`src/rtl/lpm_pkg.sv`:
```
// Shared definitions for the link active-state power controller.
// Assumes: the state code is visible on a 2-bit port with the values below.
package lpm_pkg;
    typedef enum logic [1:0] {
        LS_ACTIVE = 2'd0,
        LS_L0S    = 2'd1,
        LS_L1     = 2'd2
    } lnk_state_e;

    localparam logic [1:0] CFG_ENABLES = 2'd0;
    localparam logic [1:0] CFG_LATSEL  = 2'd1;
    localparam logic [1:0] CFG_L1TIME  = 2'd2;
endpackage

```
`src/rtl/lpm_idle_counter.sv`:
```
// Saturating run-length counter. It counts the cycles in which run is high
// and returns to zero in any cycle in which run is low.
// Assumes: the caller compares the count against a limit of the same width.
module lpm_idle_counter #(
    parameter int W = 8
) (
    input  logic         clk,
    input  logic         rst_n,
    input  logic         run,
    output logic [W-1:0] cnt
);
    localparam logic [W-1:0] CNT_MAX = '1;

    // Count consecutive run cycles, holding at the maximum value.
    always_ff @(posedge clk) begin
        if (!rst_n)              cnt <= '0;
        else if (!run)           cnt <= '0;
        else if (cnt != CNT_MAX) cnt <= cnt + 1'b1;
    end
endmodule

```
`src/rtl/lpm_cfg_regs.sv`:
```
// Configuration registers. Holds the enable field, the latency select bit
// and the L1 entry time, and captures the reset-time configuration pins.
// Assumes: the configuration pins are valid while rst_n is low.
module lpm_cfg_regs
    import lpm_pkg::*;
#(
    parameter int LAT_W = 6,
    parameter int TMR_W = 8,
    parameter int EXL_W = 3
) (
    input  logic             clk,
    input  logic             rst_n,
    input  logic             cfg_we,
    input  logic [1:0]       cfg_addr,
    input  logic [TMR_W-1:0] cfg_wdata,
    input  logic [LAT_W-1:0] partner_l0s_exit,
    input  logic [TMR_W-1:0] l1_time_init,
    input  logic             clk_shared_cfg,
    input  logic [EXL_W-1:0] l0s_exit_shared_cfg,
    input  logic [EXL_W-1:0] l0s_exit_sep_cfg,
    input  logic [EXL_W-1:0] l1_exit_cfg,
    input  logic [EXL_W-1:0] l0s_accept_cfg,
    input  logic [EXL_W-1:0] l1_accept_cfg,
    output logic [1:0]       ctl_q,
    output logic [LAT_W-1:0] entry_lat,
    output logic [TMR_W-1:0] l1_time,
    output logic [EXL_W-1:0] adv_l0s_exit,
    output logic [EXL_W-1:0] adv_l1_exit,
    output logic [EXL_W-1:0] adv_l0s_accept,
    output logic [EXL_W-1:0] adv_l1_accept
);
    localparam int QUARTER_SHIFT = 2;

    logic             lat_sel_q;
    logic             clk_shared_q;
    logic [EXL_W-1:0] l0s_exit_sh_q;
    logic [EXL_W-1:0] l0s_exit_sep_q;

    // Writable registers: defaults on reset, software writes otherwise.
    always_ff @(posedge clk) begin
        if (!rst_n) begin
            ctl_q     <= 2'b00;
            lat_sel_q <= 1'b0;
            l1_time   <= l1_time_init;
        end else if (cfg_we) begin
            case (cfg_addr)
                CFG_ENABLES: ctl_q     <= cfg_wdata[1:0];
                CFG_LATSEL:  lat_sel_q <= cfg_wdata[0];
                CFG_L1TIME:  l1_time   <= cfg_wdata;
                default:     ;
            endcase
        end
    end

    // Read-only values: sampled from the pins while reset is held.
    always_ff @(posedge clk) begin
        if (!rst_n) begin
            clk_shared_q   <= clk_shared_cfg;
            l0s_exit_sh_q  <= l0s_exit_shared_cfg;
            l0s_exit_sep_q <= l0s_exit_sep_cfg;
            adv_l1_exit    <= l1_exit_cfg;
            adv_l0s_accept <= l0s_accept_cfg;
            adv_l1_accept  <= l1_accept_cfg;
        end
    end

    // Entry delay: the full partner latency or a quarter of it.
    always_comb begin
        entry_lat = lat_sel_q ? (partner_l0s_exit >> QUARTER_SHIFT) : partner_l0s_exit;
    end

    // Advertised L0s exit latency chosen by the captured clock mode.
    always_comb begin
        adv_l0s_exit = clk_shared_q ? l0s_exit_sh_q : l0s_exit_sep_q;
    end
endmodule

```
`src/rtl/lpm_state_fsm.sv`:
```
// Power state machine: active, L0s and L1. It decides the transitions from
// the idle flags, the enables and the run lengths that the counters report,
// and tells the counters when to run.
// Assumes: the counters clear in any cycle in which their run output is low.
module lpm_state_fsm
    import lpm_pkg::*;
#(
    parameter int LAT_W = 6,
    parameter int TMR_W = 8
) (
    input  logic             clk,
    input  logic             rst_n,
    input  logic             tx_idle,
    input  logic             rx_idle,
    input  logic             wake_req,
    input  logic             l0s_en,
    input  logic             l1_en,
    input  logic [LAT_W-1:0] entry_lat,
    input  logic [TMR_W-1:0] l1_time,
    input  logic [LAT_W-1:0] tx_cnt,
    input  logic [TMR_W-1:0] l1_cnt,
    output lnk_state_e       state,
    output logic             tx_run,
    output logic             l1_run
);
    lnk_state_e state_nx;
    logic       tx_leave;

    // Run conditions for the two idle counters.
    always_comb begin
        tx_leave = !tx_idle || wake_req;
        tx_run   = (state == LS_ACTIVE) && !tx_leave;
        l1_run   = (state == LS_L0S) && !tx_leave && rx_idle;
    end

    // Next-state decision.
    always_comb begin
        state_nx = state;
        case (state)
            LS_ACTIVE: if (tx_run && l0s_en && (tx_cnt >= entry_lat)) state_nx = LS_L0S;
            LS_L0S: begin
                if (tx_leave)                                       state_nx = LS_ACTIVE;
                else if (l1_run && l1_en && (l1_cnt >= l1_time))    state_nx = LS_L1;
            end
            LS_L1:   if (tx_leave || !rx_idle) state_nx = LS_ACTIVE;
            default: state_nx = LS_ACTIVE;
        endcase
    end

    // State register.
    always_ff @(posedge clk) begin
        if (!rst_n) state <= LS_ACTIVE;
        else        state <= state_nx;
    end
endmodule

```
`src/rtl/link_aspm_ctrl.sv`:
```
// Top of the link active-state power controller. It joins the configuration
// registers, the two idle counters and the state machine.
// Assumes: the idle flags and the wake request are synchronous to clk.
module link_aspm_ctrl
    import lpm_pkg::*;
#(
    parameter int LAT_W = 6,
    parameter int TMR_W = 8,
    parameter int EXL_W = 3
) (
    input  logic             clk,
    input  logic             rst_n,
    input  logic             cfg_we,
    input  logic [1:0]       cfg_addr,
    input  logic [TMR_W-1:0] cfg_wdata,
    input  logic             tx_idle,
    input  logic             rx_idle,
    input  logic             wake_req,
    input  logic [LAT_W-1:0] partner_l0s_exit,
    input  logic [TMR_W-1:0] l1_time_init,
    input  logic             clk_shared_cfg,
    input  logic [EXL_W-1:0] l0s_exit_shared_cfg,
    input  logic [EXL_W-1:0] l0s_exit_sep_cfg,
    input  logic [EXL_W-1:0] l1_exit_cfg,
    input  logic [EXL_W-1:0] l0s_accept_cfg,
    input  logic [EXL_W-1:0] l1_accept_cfg,
    output logic [1:0]       link_state,
    output logic [EXL_W-1:0] adv_l0s_exit,
    output logic [EXL_W-1:0] adv_l1_exit,
    output logic [EXL_W-1:0] adv_l0s_accept,
    output logic [EXL_W-1:0] adv_l1_accept
);
    logic [1:0]       ctl_q;
    logic [LAT_W-1:0] entry_lat;
    logic [TMR_W-1:0] l1_time;
    logic [LAT_W-1:0] tx_cnt;
    logic [TMR_W-1:0] l1_cnt;
    logic             tx_run;
    logic             l1_run;
    lnk_state_e       state;

    lpm_cfg_regs #(.LAT_W(LAT_W), .TMR_W(TMR_W), .EXL_W(EXL_W)) u_cfg (
        .clk(clk), .rst_n(rst_n),
        .cfg_we(cfg_we), .cfg_addr(cfg_addr), .cfg_wdata(cfg_wdata),
        .partner_l0s_exit(partner_l0s_exit), .l1_time_init(l1_time_init),
        .clk_shared_cfg(clk_shared_cfg),
        .l0s_exit_shared_cfg(l0s_exit_shared_cfg), .l0s_exit_sep_cfg(l0s_exit_sep_cfg),
        .l1_exit_cfg(l1_exit_cfg), .l0s_accept_cfg(l0s_accept_cfg),
        .l1_accept_cfg(l1_accept_cfg),
        .ctl_q(ctl_q), .entry_lat(entry_lat), .l1_time(l1_time),
        .adv_l0s_exit(adv_l0s_exit), .adv_l1_exit(adv_l1_exit),
        .adv_l0s_accept(adv_l0s_accept), .adv_l1_accept(adv_l1_accept)
    );

    lpm_idle_counter #(.W(LAT_W)) u_tx_cnt (
        .clk(clk), .rst_n(rst_n), .run(tx_run), .cnt(tx_cnt)
    );

    lpm_idle_counter #(.W(TMR_W)) u_l1_cnt (
        .clk(clk), .rst_n(rst_n), .run(l1_run), .cnt(l1_cnt)
    );

    lpm_state_fsm #(.LAT_W(LAT_W), .TMR_W(TMR_W)) u_fsm (
        .clk(clk), .rst_n(rst_n),
        .tx_idle(tx_idle), .rx_idle(rx_idle), .wake_req(wake_req),
        .l0s_en(ctl_q[0]), .l1_en(ctl_q[1]),
        .entry_lat(entry_lat), .l1_time(l1_time),
        .tx_cnt(tx_cnt), .l1_cnt(l1_cnt),
        .state(state), .tx_run(tx_run), .l1_run(l1_run)
    );

    // Present the state code on the port.
    always_comb begin
        link_state = state;
    end
endmodule

```
`config.mk`:
```
export PLATFORM = sky130hd
export DESIGN_NAME = link_aspm_ctrl
export DESIGN_NICKNAME = d
export VERILOG_FILES = /design/src/rtl/lpm_pkg.sv /design/src/rtl/lpm_idle_counter.sv /design/src/rtl/lpm_cfg_regs.sv /design/src/rtl/lpm_state_fsm.sv /design/src/rtl/link_aspm_ctrl.sv
export SDC_FILE = /design/constraint.sdc
export NUM_CORES = 1
export LEC_CHECK = 0
export ABC_AREA = 1
export BUFFER_PORTS_ARGS = -buffer_cell sky130_fd_sc_hd__clkbuf_2
export CORE_MARGIN = 2
export CORE_UTILIZATION = 25
export DETAILED_ROUTE_END_ITERATION = 10
export HOLD_SLACK_MARGIN = 0.15
export RECOVER_POWER = 25
export SYNTH_ARGS = -nofsm -noshare
export SYNTH_HDL_FRONTEND = slang
export SYNTH_SLANG_ARGS = --single-unit
```
`constraint.sdc`:
```
create_clock -name clk -period 4.6 [get_ports clk]
set_clock_uncertainty 0.15 [all_clocks]
set_input_delay 0.92 -clock clk [delete_from_list [all_inputs] [get_ports clk]]
set_output_delay 0.92 -clock clk [all_outputs]
set_load 0.01 [all_outputs]
```
== Word level (Yosys, flattened, before mapping) ==
Cells that the tools add are included.

* Register bits after elaboration: 43
* Output and inout bits: 14
* Logic and storage cells: 57
* Input port bits: 46

* $lt $le $gt $ge: 2
* Eq/ne operators: 11
* $add $sub $neg: 2
* Multiplexer cells: 10
* Reduce and logical (&&, ||, !) cells: 20

{| class="wikitable"
|+ Operators by type and width
! operator !! number
|-
| 8-bit 2-to-1 mux || 3
|-
| 2-bit AND reduction || 5
|-
| 8-bit by 1-bit adder with 8-bit output (second input constant) || 1
|-
| 8-bit greater-or-equal comparator || 1
|-
| 2-bit 2-to-1 mux || 4
|-
| 8-bit != test (second input constant) || 1
|-
| 1-bit logical AND || 7
|-
| 6-bit by 1-bit adder with 6-bit output (second input constant) || 1
|-
| 6-bit greater-or-equal comparator || 1
|-
| 6-bit 2-to-1 mux || 1
|-
| 2-bit by 1-bit != test with 1-bit output (second input constant) || 3
|-
| 6-bit != test (second input constant) || 1
|-
| 2-bit one-hot mux with 3 select lines || 1
|-
| 2-bit by 1-bit == test with 1-bit output (second input constant) || 2
|-
| 2-bit == test (second input constant) || 2
|-
| 2-bit zero test || 2
|-
| 1-bit zero test || 3
|-
| 3-bit 2-to-1 mux || 1
|-
| 3-bit by 2-bit != test with 1-bit output (second input constant) || 1
|-
| 3-bit AND reduction || 1
|-
| 1-bit logical OR || 2
|-
| 2-bit != test (second input constant) || 1
|}

== Longest topological paths before layout ==
Gate-level depths: netlist (run 1).

* Depth after elaboration: 10
* Depth in mapped cells: 12
* Gate-level depth less buffers: 12

== Cells and area by module ==
A second synthesis (run 1) with hierarchy kept.

* Cells, all modules: 280
* Area total of the unflattened synthesis: 2318.5 µm²

{| class="wikitable"
|+ Modules (own cells, without submodules)
! module !! area each (µm²) !! cells an instance !! times used
|-
| lpm_cfg_regs || 1069.8 || 90 || 1
|-
| lpm_state_fsm || 520.5 || 79 || 1
|-
| lpm_idle_counter at u_l1_cnt || 421.7 || 65 || 1
|-
| lpm_idle_counter at u_tx_cnt || 306.5 || 46 || 1
|}

== Worst setup path after synthesis (run 1) ==
OpenSTA, ideal clock, no wires.

* Kind: input to register
* From: in cfg_addr[1]
* To: reg u_cfg.l1_time[0], enable pin
* Library setup time: 387 ps
* Slack: 2387 ps
* Data required time: 4063 ps
* Buffers on the path: 0
* Arrival: 1677 ps
* Stages on the path: 2
* Cells stage by stage: inv_1 o31ai_1

* Word-level cells in the longest chain between the ends: 3

{| class="wikitable"
|+ RTL lines
! element !! line !! RTL
|-
| start, declared || link_aspm_ctrl.sv:14 || <nowiki>input logic [1:0] cfg_addr,</nowiki>
|-
| 2-bit == test || lpm_cfg_regs.sv:46 || <nowiki>case (cfg_addr)</nowiki>
|-
| 2-bit by 1-bit != test with 1-bit output (no line) || n/a ||
|-
| 2-bit AND reduction (no line) || n/a ||
|-
| end signal, assigned || lpm_cfg_regs.sv:44 || <nowiki>l1_time <= l1_time_init;</nowiki>
|-
| end signal, assigned || lpm_cfg_regs.sv:49 || <nowiki>CFG_L1TIME: l1_time <= cfg_wdata;</nowiki>
|-
| end, declared || lpm_cfg_regs.sv:26 || <nowiki>output logic [TMR_W-1:0] l1_time,</nowiki>
|}

Every way passes these cells.
A chain may end at the register's enable or synchronous reset.

== Worst setup path in the final report (run 1) ==
* From: in rst_n
* To: reg u_tx_cnt.cnt[5]

* Word-level cells in the longest chain between the ends: 1

{| class="wikitable"
|+ RTL lines
! element !! line !! RTL
|-
| start, declared || link_aspm_ctrl.sv:12 || <nowiki>input logic rst_n,</nowiki>
|-
| 2-bit AND reduction (no line) || n/a ||
|-
| end signal, assigned || lpm_idle_counter.sv:18 || <nowiki>else if (cnt != CNT_MAX) cnt <= cnt + 1'b1;</nowiki>
|-
| end, declared || lpm_idle_counter.sv:10 || <nowiki>output logic [W-1:0] cnt</nowiki>
|}

Every way passes these cells.

==> results.sh, run 1 <==
export IMPL_comb_power_share_pct=9.3
export IMPL_grt_use_total_pct=9.787
export IMPL_clkSinkCount=43
export IMPL_fillers=871
export IMPL_netlist_instances=236
export IMPL_yosysWarningCount=0
export IMPL_p_clk_share_pct=40.1
export IMPL_period_share_pct=53.02
export IMPL_final_hold_viol_count=0
export IMPL_clockRootBuffer="clkbuf_8"
export IMPL_p_leak_nw=1.245
export IMPL_final_setup_worst_slack_ns=2.161
export IMPL_avgSynthCellArea_sq_um=9.092
export IMPL_slew_viol_final=0
export IMPL_critPathKind="input pin to register"
export IMPL_synth_top_cells_by_count="nand2_1 (58), inv_1 (34), edfxtp_1 (24)"
export IMPL_yosys_cell_types_count=31
export IMPL_antenna_found_initial=0
export IMPL_period_minus_slack_ns=2.439
export IMPL_internal_power_uw=682.8
export IMPL_cts_hold_fix_buffers=0
export IMPL_cp_max_fo=27
export IMPL_drtPass1Iterations=4
export IMPL_swShare_pct=20.83
export IMPL_ir_worst_vdd_uv=117.9
export IMPL_netlist_area_sq_um=2146
export IMPL_dp_hpwl_um=3442
export IMPL_setup_viol=0
export IMPL_port_buffers=59
export IMPL_maxCapViolCount=0
export IMPL_drtIter0Drc=44
export IMPL_diodes=0
export IMPL_hold_class="register to register"
export IMPL_dpl_worst_slack_ns=1.984
export IMPL_path_clk_slew_ns=0.08
export IMPL_start_util_pct=25.98
export IMPL_die_w_um=96.65
export IMPL_wirelength_um=4282
export IMPL_yosysTopAreaCell="edfxtp_1"
export IMPL_relSlewSlack_pct=19.60
export IMPL_syn_nets=298
export IMPL_clk_latency_ns=0.30
export IMPL_cts_path_max_buffers=2
export IMPL_ant_nets=0
export IMPL_yosysTopAreaCellShare_pct=33.59
export IMPL_grt_max_degree=28
export IMPL_finalSetupTns_ns=0
export IMPL_power_frac_seq_pct=50.5
export IMPL_fmax_mhz=410.0
export IMPL_cts_setup_buffers=0
export IMPL_place_congestion=0.7766
export IMPL_numCtsBuffers=5
export IMPL_io_pins=60
export IMPL_cts_tree="built"
export IMPL_grt_pass1_wl_um=7465
export IMPL_nets=361
export IMPL_dr_total_vias=1679
export IMPL_placed_area_sq_um=2561
export IMPL_synth_seq_area_share_pct=51.31
export IMPL_yosysMostFrequentCell="nand2_1"
export IMPL_cellPowerDensity_nw_per_um2=321.2
export IMPL_design_area_sq_um=2685
export IMPL_ctsResizeCount=0
export IMPL_critPathArrivalTime_ns=2.49
export IMPL_core_sq_um=8258
export IMPL_synth_seq_cells=43
export IMPL_viasPerCell=4.146
export IMPL_drive_above_1_share_pct=26.33
export IMPL_cp_start_kind="input pin"
export IMPL_rsz0062_at_grt="false"
export IMPL_synth_edf_count=24
export IMPL_switching_power_uw=179.6
export IMPL_synthArstFlopShare_pct=0
export IMPL_area_growth_pct=25.13
export IMPL_cts_max_level=2
export IMPL_dieArea_sq_um=9340
export IMPL_cp_required_ns=4.65
export IMPL_yosys_top_cells_area="edfxtp_1 (34%), dfxtp_1 (18%), nand2_1 (10%), ha_1 (9.3%), inv_1 (5.9%)"
export IMPL_fp_dieH_um=96.65
export IMPL_worstSetupEndpointType="register"
export IMPL_run_status="finished, final reports clean"
export IMPL_tightest_slew_ns=1.196
export IMPL_rows=33
export IMPL_synth_flop_cell="edfxtp_1"
export IMPL_drc=0
export IMPL_grt_pass1_vias=1736
export IMPL_grt_ovfl_total=0
export IMPL_routedWlPerCell_um=10.57
## state kept, by name, summed over array words and instances, names as in the netlist
register              cells
u_cfg.clk_shared_q        1
u_tx_cnt.cnt              6
u_cfg.adv_l1_accept       3
u_fsm.state               2
u_cfg.adv_l1_exit         3
u_cfg.lat_sel_q           1
u_l1_cnt.cnt              8
u_cfg.ctl_q               2
u_cfg.l1_time             8
u_cfg.adv_l0s_accept      3
u_cfg.l0s_exit_sh_q       3
u_cfg.l0s_exit_sep_q      3
## per-stage QoR
step	utilization (%)	hold slack, ns	total power, mW	cells
3_3_place_gp	31.02	0.3306	0.5247	397
2_1_floorplan	-	0.3078	0.4877	236
6_report	32.52	0.3536	0.8623	405
5_1_grt	32.52	0.3829	0.9010	405
4_1_cts	32.62	0.3628	0.8724	405
3_5_place_dp	31.02	0.3462	0.5276	397
## logic make-up after synthesis
group / count (synthesis) / synth area share, %
fa+ha+maj: 16 / 9.329
compound gates: 32 / 8.572
xor+xnor: 4 / 1.633
simple gates: 95 / 19.13
buf+inv: 40 / 7.055
flops: 43 / 51.31
mux: 6 / 2.974
## final cells by class
type	instances	area [sq um]	area share, %
clock buffers	6	72.57	2.703
repair buffers	59	294.0	10.95
well taps	105	131.4	4.893
multi-input cells	153	885.9	32.99
clock inverters	2	60.06	2.237
inverters	37	140.1	5.219
flip-flops and latches	43	1101	41.01
## worst max-delay path: stages
cell and delay [ns]:
clkbuf_1 0.46, inv_2 0.40, nor3_2 0.33, inv_1 0.13, a211oi_1 0.24
## final timing paths
path / to / slack, ns / from / cells after the start
max: u_tx_cnt.cnt[5]$_SDFFE_PN0P_ / 2.16 / rst_n / 5
max reg2reg: u_fsm.state[0]$_SDFFE_PN0P_ / 2.86 / u_cfg.lat_sel_q$_SDFFE_PN0P_ / 10
min: u_fsm.state[0]$_SDFFE_PN0P_ / 0.35 / u_cfg.ctl_q[0]$_SDFFE_PN0P_ / 2
min reg2reg: u_fsm.state[0]$_SDFFE_PN0P_ / 0.35 / u_cfg.ctl_q[0]$_SDFFE_PN0P_ / 2
## cells in the final DEF, fill, tap and decap left out, types with 3 or more instances in the layout
master,synthesis,routed
a21oi_1,15,15
a31oi_1,3,3
clkbuf_2,0,58
clkbuf_8,0,5
dfxtp_1,19,19
edfxtp_1,24,24
ha_1,16,16
inv_1,34,34
mux2_2,3,3
mux2i_1,3,3
nand2_1,58,59
nand3_1,9,9
nor2_1,15,15
nor3_1,4,4
o21ai_0,7,7
## power groups by stage
stage          Clock (mW)  Sequential (mW)  Combinational, mW
2_1_floorplan           0            0.446             0.0414
3_3_place_gp            0            0.444             0.0804
3_5_place_dp            0            0.445             0.0825
4_1_cts             0.353            0.436             0.0827
5_1_grt             0.370            0.438             0.0926
6_report            0.346            0.436             0.0804
## layer usage
layer  global-route usage [%]  share of wire, %  routed length [um]  vias to the layer above
met3                    2.384               3.1                 133                        7
li1                         -                 -                   -                      896
met5                        0                 0                   0                        -
met2                    17.15                50                2161                       28
met1                    11.46                45                1908                      748
met4                    3.900               1.8                  78                        0
No activity file was read; power rests on OpenSTA's default activity.
==> run 2, diff against run 1 <==
Clock period 4.6 ns to 2.5 ns, I/O delays scaled along.
==> run 2 against run 1 <==
  * Design area shrank 1.1%
  * Global-route usage shrank 0.32 points
  * Worst setup slack lost 1.7 ns
  * Final cell count grew 0.25%
  * Wire length grew 2.4%
  * Via count grew 1.3%
  * Critical path type unchanged
==> results.sh, run 2 (synthesis results as in run 1) <==
export IMPL_final_hold_viol_count=0
export IMPL_crit_path_start="rst_n"
export IMPL_top_regs="u_cfg.l1_time (8), u_l1_cnt.cnt (8), u_tx_cnt.cnt (6)"
export IMPL_worstSetupEndpointType="register"
export IMPL_grt_pass1_vias=1675
export IMPL_maxCapViolCount=0
export IMPL_cp_required_ns=2.56
export IMPL_clockRootBuffer="clkbuf_8"
export IMPL_nets=362
export IMPL_path_clk_slew_ns=0.08
export IMPL_finalSetupTns_ns=0
export IMPL_diodes=0
export IMPL_slew_viol_final=0
export IMPL_r2r_start="u_cfg.lat_sel_q$_SDFFE_PN0P_"
export IMPL_fillers=875
export IMPL_hold_start="l0s_exit_sep_cfg[2]"
export IMPL_io_pins=60
export IMPL_core_sq_um=8258
export IMPL_fin_cells=406
export IMPL_place_congestion=0.7263
export IMPL_critPathArrivalTime_ns=2.06
export IMPL_clk_latency_ns=0.29
export IMPL_cts_max_level=2
export IMPL_routedWlPerCell_um=10.80
export IMPL_grt_use_total_pct=9.467
export IMPL_wirelength_um=4385
export IMPL_fp_dieH_um=96.65
export IMPL_numCtsBuffers=5
export IMPL_dieArea_sq_um=9340
export IMPL_start_util_pct=25.98
export IMPL_drive_above_1_share_pct=26.58
export IMPL_period_share_pct=79.88
export IMPL_dp_hpwl_um=3573
export IMPL_cp_start_kind="input pin"
export IMPL_cellPowerDensity_nw_per_um2=529.4
export IMPL_relSlewSlack_pct=56.28
export IMPL_clkSinkCount=43
export IMPL_grt_max_degree=28
export IMPL_ant_nets=0
export IMPL_cts_hold_fix_buffers=0
export IMPL_ir_worst_vdd_uv=236.4
export IMPL_dr_total_vias=1700
export IMPL_area_growth_pct=23.73
export IMPL_fmax_mhz=500.7
export IMPL_rows=33
export IMPL_drtPass1Iterations=4
export IMPL_viasPerCell=4.187
export IMPL_grt_ovfl_total=0
export IMPL_run_status="finished, final reports clean"
export IMPL_tightest_slew_ns=0.6559
export IMPL_drc=0
export IMPL_hold_class="input pin to register"
export IMPL_cts_path_max_buffers=2
export IMPL_cp_max_fo=27
export IMPL_final_cell_mix="nand2_1 (58), clkbuf_2 (58), inv_1 (34)"
export IMPL_cts_setup_buffers=0
export IMPL_antenna_found_initial=0
export IMPL_p_leak_nw=1.238
export IMPL_cts_tree="built"
export IMPL_setup_viol=0
export IMPL_rsz0062_at_grt="false"
export IMPL_dp_cells=398
export IMPL_finish_utilization_pct=32.15
export IMPL_die_w_um=96.65
export IMPL_critPathKind="input pin to register"
export IMPL_grt_pass1_wl_um=7162
export IMPL_ctsResizeCount=0
export IMPL_port_buffers=59
export IMPL_period_minus_slack_ns=1.997
export IMPL_drtIter0Drc=55
[run 2: cell count changes in the layout (fill, tap and decap cells not counted)]
cell / delta
bufinv_16: -2
nand2_4: +1
nand2_1: -1
clkbuf_1: +1
clkinv_2: +1
clkbuf_8: +1
[run 2: stage by stage]
stage	total power [mW]	hold slack [ns]	setup slack, ns	instance area (sq um)
after global placement	0.9672	0.3335	0.6089	2569
after global routing	1.470	0.2146	0.3370	2655
final	1.406	0.2282	0.5029	2655
after floorplan	0.8974	0.3078	0.7067	2146
after detailed placement	0.9729	0.3427	0.5336	2569
after CTS	1.425	0.2221	0.6546	2660
[run 2: final timing paths]
check	end	slack, ns	cells past startpoint
max	u_tx_cnt.cnt[5]$_SDFFE_PN0P_	0.50	5
min	u_cfg.l0s_exit_sep_q[2]$_DFFE_PN_	0.23	1
max reg2reg	u_fsm.state[0]$_SDFFE_PN0P_	0.77	10
min reg2reg	u_fsm.state[0]$_SDFFE_PN0P_	0.36	2
[run 2: report_power, final]
part | leakage (nW) | switching [mW] | internal [mW]
Clock | 0.0482 | 0.231 | 0.223
Sequential | 0.389 | 0.0132 | 0.789
Combinational | 0.801 | 0.0814 | 0.0685
[run 2: cell type report]
type | instances | area [sq um] | share of cell area, %
Clock buffer | 7 | 86.33 | 3.252
Clock inverter | 1 | 5.005 | 0.1885
Inverter | 37 | 140.1 | 5.278
Multi-Input combinational cell | 153 | 893.4 | 33.65
Sequential cell | 43 | 1101 | 41.47
Tap cell | 105 | 131.4 | 4.948
Timing Repair Buffer | 60 | 297.8 | 11.22
[run 2: layer usage]
layer	wire [um]	vias up	track usage, %
met3	179	6	2.673
met4	71	0	3.900
met2	2291	25	17.68
met1	1844	769	9.869
met5	0	-	0
li1	-	900	-
[run 2: worst max-delay path: stages]
cell and delay, ns:
clkbuf_1 0.49, inv_2 0.42, nor3_2 0.32, inv_1 0.12, a211oi_1 0.20
==> run 3, diff against run 2 <==
Settings changed: ABC_AREA 1 to 0.
Clock period 2.5 ns to 1.67 ns, I/O delays scaled along.
==> run 3 against run 2 <==
  * Combinational power rose by 87%
  * First-iteration DRC count rose by 38%
  * Register-to-register slack got worse by 0.96 ns
  * Final cell count down 4.9%
  * Clock-buffer cell count shrank 2
  * The run now ends with setup timing left
  * Via count shrank 0.35%
  * Global-route usage rose by 1.3 points
  * Sequential cell count unchanged
  * Synthesized cell count shrank 24%
  * Total power increased by 62%
==> results.sh, run 3 <==
export IMPL_yosysMostFrequentCell="edfxtp_1"
export IMPL_reg2reg_depth=5
export IMPL_run_status="finished, violations left"
export IMPL_clockRootBuffer="clkbuf_8"
export IMPL_antenna_found_initial=0
export IMPL_grt_max_degree=14
export IMPL_viasPerCell=4.389
export IMPL_fin_hold_ws_ns=0.1661
export IMPL_fp_dieH_um=96.51
export IMPL_p_leak_nw=1.327
export IMPL_numCtsBuffers=5
export IMPL_top_regs="u_cfg.l1_time (8), u_l1_cnt.cnt (8), u_tx_cnt.cnt (6)"
export IMPL_syn_nets=241
export IMPL_design_area_sq_um=3009
export IMPL_grt_ovfl_total=0
export IMPL_dp_hpwl_um=3658
export IMPL_synth_seq_area_share_pct=51.46
export IMPL_cellPowerDensity_nw_per_um2=755.2
export IMPL_tightest_slew_ns=0.4992
export IMPL_synth_top_cells_by_count="edfxtp_1 (24), dfxtp_1 (19), ha_1 (16)"
export IMPL_critPathArrivalTime_ns=1.90
export IMPL_synth_top_family_by_area="simple AND/OR/NAND/NOR gates"
export IMPL_hold_class="input pin to register"
export IMPL_yosys_cell_types_count=40
export IMPL_cp_required_ns=1.71
export IMPL_nets=342
export IMPL_drtIter0Drc=76
export IMPL_critPathMaxStageDelay_ns=0.39
export IMPL_period_share_pct=111.6
export IMPL_synth_area_mux_share_pct=10.99
export IMPL_yosysTopAreaCell="edfxtp_1"
export IMPL_r2r_start="u_cfg.l1_time[0]$_DFFE_PP_"
export IMPL_final_hold_viol_count=0
export IMPL_netlist_area_sq_um=2140
export IMPL_port_buffers=59
export IMPL_synthSimpleGateAreaFrac_pct=13.33
export IMPL_avgSynthCellArea_sq_um=11.95
export IMPL_violations="setup timing"
export IMPL_die_w_um=96.51
export IMPL_crit_path_start="u_cfg.l1_time[0]$_DFFE_PP_"
export IMPL_reg2reg_slack_ns=-0.19
export IMPL_wirelength_um=4697
export IMPL_yosys_area_share_xor_xnor_pct=2.047
export IMPL_synth_compound_area_share_pct=10.35
export IMPL_start_util_pct=25.91
export IMPL_fmax_mhz=536.4
export IMPL_hold_start="cfg_wdata[1]"
export IMPL_cpMaxStageDelayCell="edfxtp_1"
export IMPL_grt_use_total_pct=10.77
export IMPL_critPathKind="register to register"
export IMPL_clkSinkCount=43
export IMPL_netlist_instances=179
export IMPL_slew_viol_final=0
export IMPL_rows=33
export IMPL_grt_pass1_vias=1729
export IMPL_rsz0062_at_grt="true"
export IMPL_period_minus_slack_ns=1.864
export IMPL_grt_pass1_wl_um=7790
export IMPL_ant_nets=0
export IMPL_routedWlPerCell_um=12.17
export IMPL_synthArstFlopShare_pct=0
export IMPL_diodes=0
export IMPL_final_setup_worst_slack_ns=-0.1943
export IMPL_reg2reg_to="u_fsm.state[0]$_SDFFE_PN0P_"
export IMPL_synth_seq_cells=43
export IMPL_synth_flop_cell="edfxtp_1"
export IMPL_setup_viol=2
export IMPL_io_pins=60
export IMPL_yosys_top_cells_area="edfxtp_1 (34%), dfxtp_1 (18%), ha_1 (9.4%), mux2_2 (6.3%), mux2i_1 (4.7%)"
export IMPL_cts_max_level=2
export IMPL_core_sq_um=8258
export IMPL_dr_total_vias=1694
export IMPL_dieArea_sq_um=9314
export IMPL_clk_latency_ns=0.29
export IMPL_cp_endpoint="u_fsm.state[0]$_SDFFE_PN0P_"
export IMPL_synth_edf_count=24
export IMPL_drtPass1Iterations=4
export IMPL_relSlewSlack_pct=66.72
export IMPL_area_growth_pct=40.64
export IMPL_fillers=855
export IMPL_multi_input_area_sq_um=1013
export IMPL_p_total_mw=2.273
export IMPL_yosysTopAreaCellShare_pct=33.68
export IMPL_cts_tree="built"
export IMPL_path_clk_slew_ns=0.08
export IMPL_yosysWarningCount=0
export IMPL_cts_setup_buffers=0
export IMPL_worstSetupEndpointType="register"
export IMPL_drc=0
export IMPL_place_congestion=0.7429
export IMPL_placed_area_sq_um=2733
export IMPL_ir_worst_vdd_uv=273.2
export IMPL_cp_max_fo=2
export IMPL_finish_utilization_pct=36.44
export IMPL_layout_commonest_cell="clkbuf_2"
export IMPL_finalSetupTns_ns=-0.2982
export IMPL_maxCapViolCount=0
export IMPL_final_cell_mix="clkbuf_2 (56), edfxtp_1 (24), buf_4 (20)"
export IMPL_synth_fa_ha_area_share_pct=9.357
export IMPL_final_seq_area_sq_um=1106
export IMPL_cp_start_kind="register"
export IMPL_worstPathCellList="ha_1, nand2b_4, a2111oi_4, o221ai_2, a2111oi_2"
export IMPL_drive_above_1_share_pct=38.79
export IMPL_cts_path_max_buffers=2
-- run 3: changes by cell type in the layout (fill, tap and decap cells not counted), sizes merged, moves of 4 or more --
| cell | previous run | this run |
|---|---|---|
| nand2 | 59 | 9 |
| inv | 36 | 10 |
| buf | 0 | 20 |
| dlygate4sd3 | 0 | 16 |
| a21oi | 16 | 7 |
| mux2 | 3 | 12 |
| o21ai | 8 | 0 |
| mux2i | 3 | 10 |
| nand2b | 0 | 6 |
| nor2 | 18 | 12 |
| nand3 | 9 | 5 |
-- run 3: timing repair --
item | 4_1_cts | 5_1_grt
gates cloned | 0 | 0
gates resized for setup | 3 | 3
endpoints found under the hold margin | 16 | 0
setup endpoints to repair | 5 | 8
hold buffers | 16 | 0
-- run 3: final cells by class --
| cell class | count | share of cell area [%] |
|---|---|---|
| sequential | 43 | 36.76 |
| multi-input combinational | 122 | 33.68 |
| timing repair buffer | 98 | 20.37 |
| tap | 105 | 4.366 |
| clock buffer | 5 | 2.287 |
| clock inverter | 3 | 1.289 |
| inverter | 10 | 1.247 |
-- run 3: how the worst min path moves through the flow --
stage | depth (start not counted) | to
final | 3 | u_cfg.ctl_q[1]$_SDFFE_PN0P_
after global routing | 3 | u_cfg.ctl_q[1]$_SDFFE_PN0P_
after CTS | 3 | u_cfg.ctl_q[1]$_SDFFE_PN0P_
after detailed placement | 2 | u_cfg.ctl_q[0]$_SDFFE_PN0P_
after global placement | 2 | u_cfg.ctl_q[0]$_SDFFE_PN0P_
after floorplan | 0 | u_cfg.adv_l0s_accept[0]$_DFFE_PN_
-- run 3: cells by family after synthesis --
family,after synthesis
simple gates,52
buf+inv,14
fa+ha+maj,16
mux,22
flops,43
compound gates,27
xor+xnor,5
-- run 3: through the flow --
step | instances | worst slack, ns
after floorplan | 179 | -0.1139
after global placement | 362 | -0.1433
after detailed placement | 362 | -0.2073
after CTS | 386 | -0.2276
after global routing | 386 | -0.2910
final | 386 | -0.1943
-- run 3: worst max-delay path: cells and delay by family, from the launching register on --
| kind | cells | cell delay, ns |
|---|---|---|
| DFF | 1 | 0.39 |
| AOI/OAI and AO/OA | 3 | 0.78 |
| and+or+nand+nor | 1 | 0.15 |
| adders and majority gates | 1 | 0.30 |
-- run 3: routing by layer --
| metal | up-vias | part of all wire, % | track usage (%) |
|---|---|---|---|
| met5 | - | 0 | 0 |
| met4 | 0 | 0.92 | 2.465 |
| met3 | 4 | 4.5 | 2.715 |
| met2 | 41 | 48 | 18.46 |
| met1 | 786 | 46 | 13.65 |
| li1 | 863 | - | - |
-- run 3: power by group --
part           switching (mW)  internal, mW
Sequential             0.0194          1.18
Clock                   0.356         0.438
Combinational           0.121         0.159
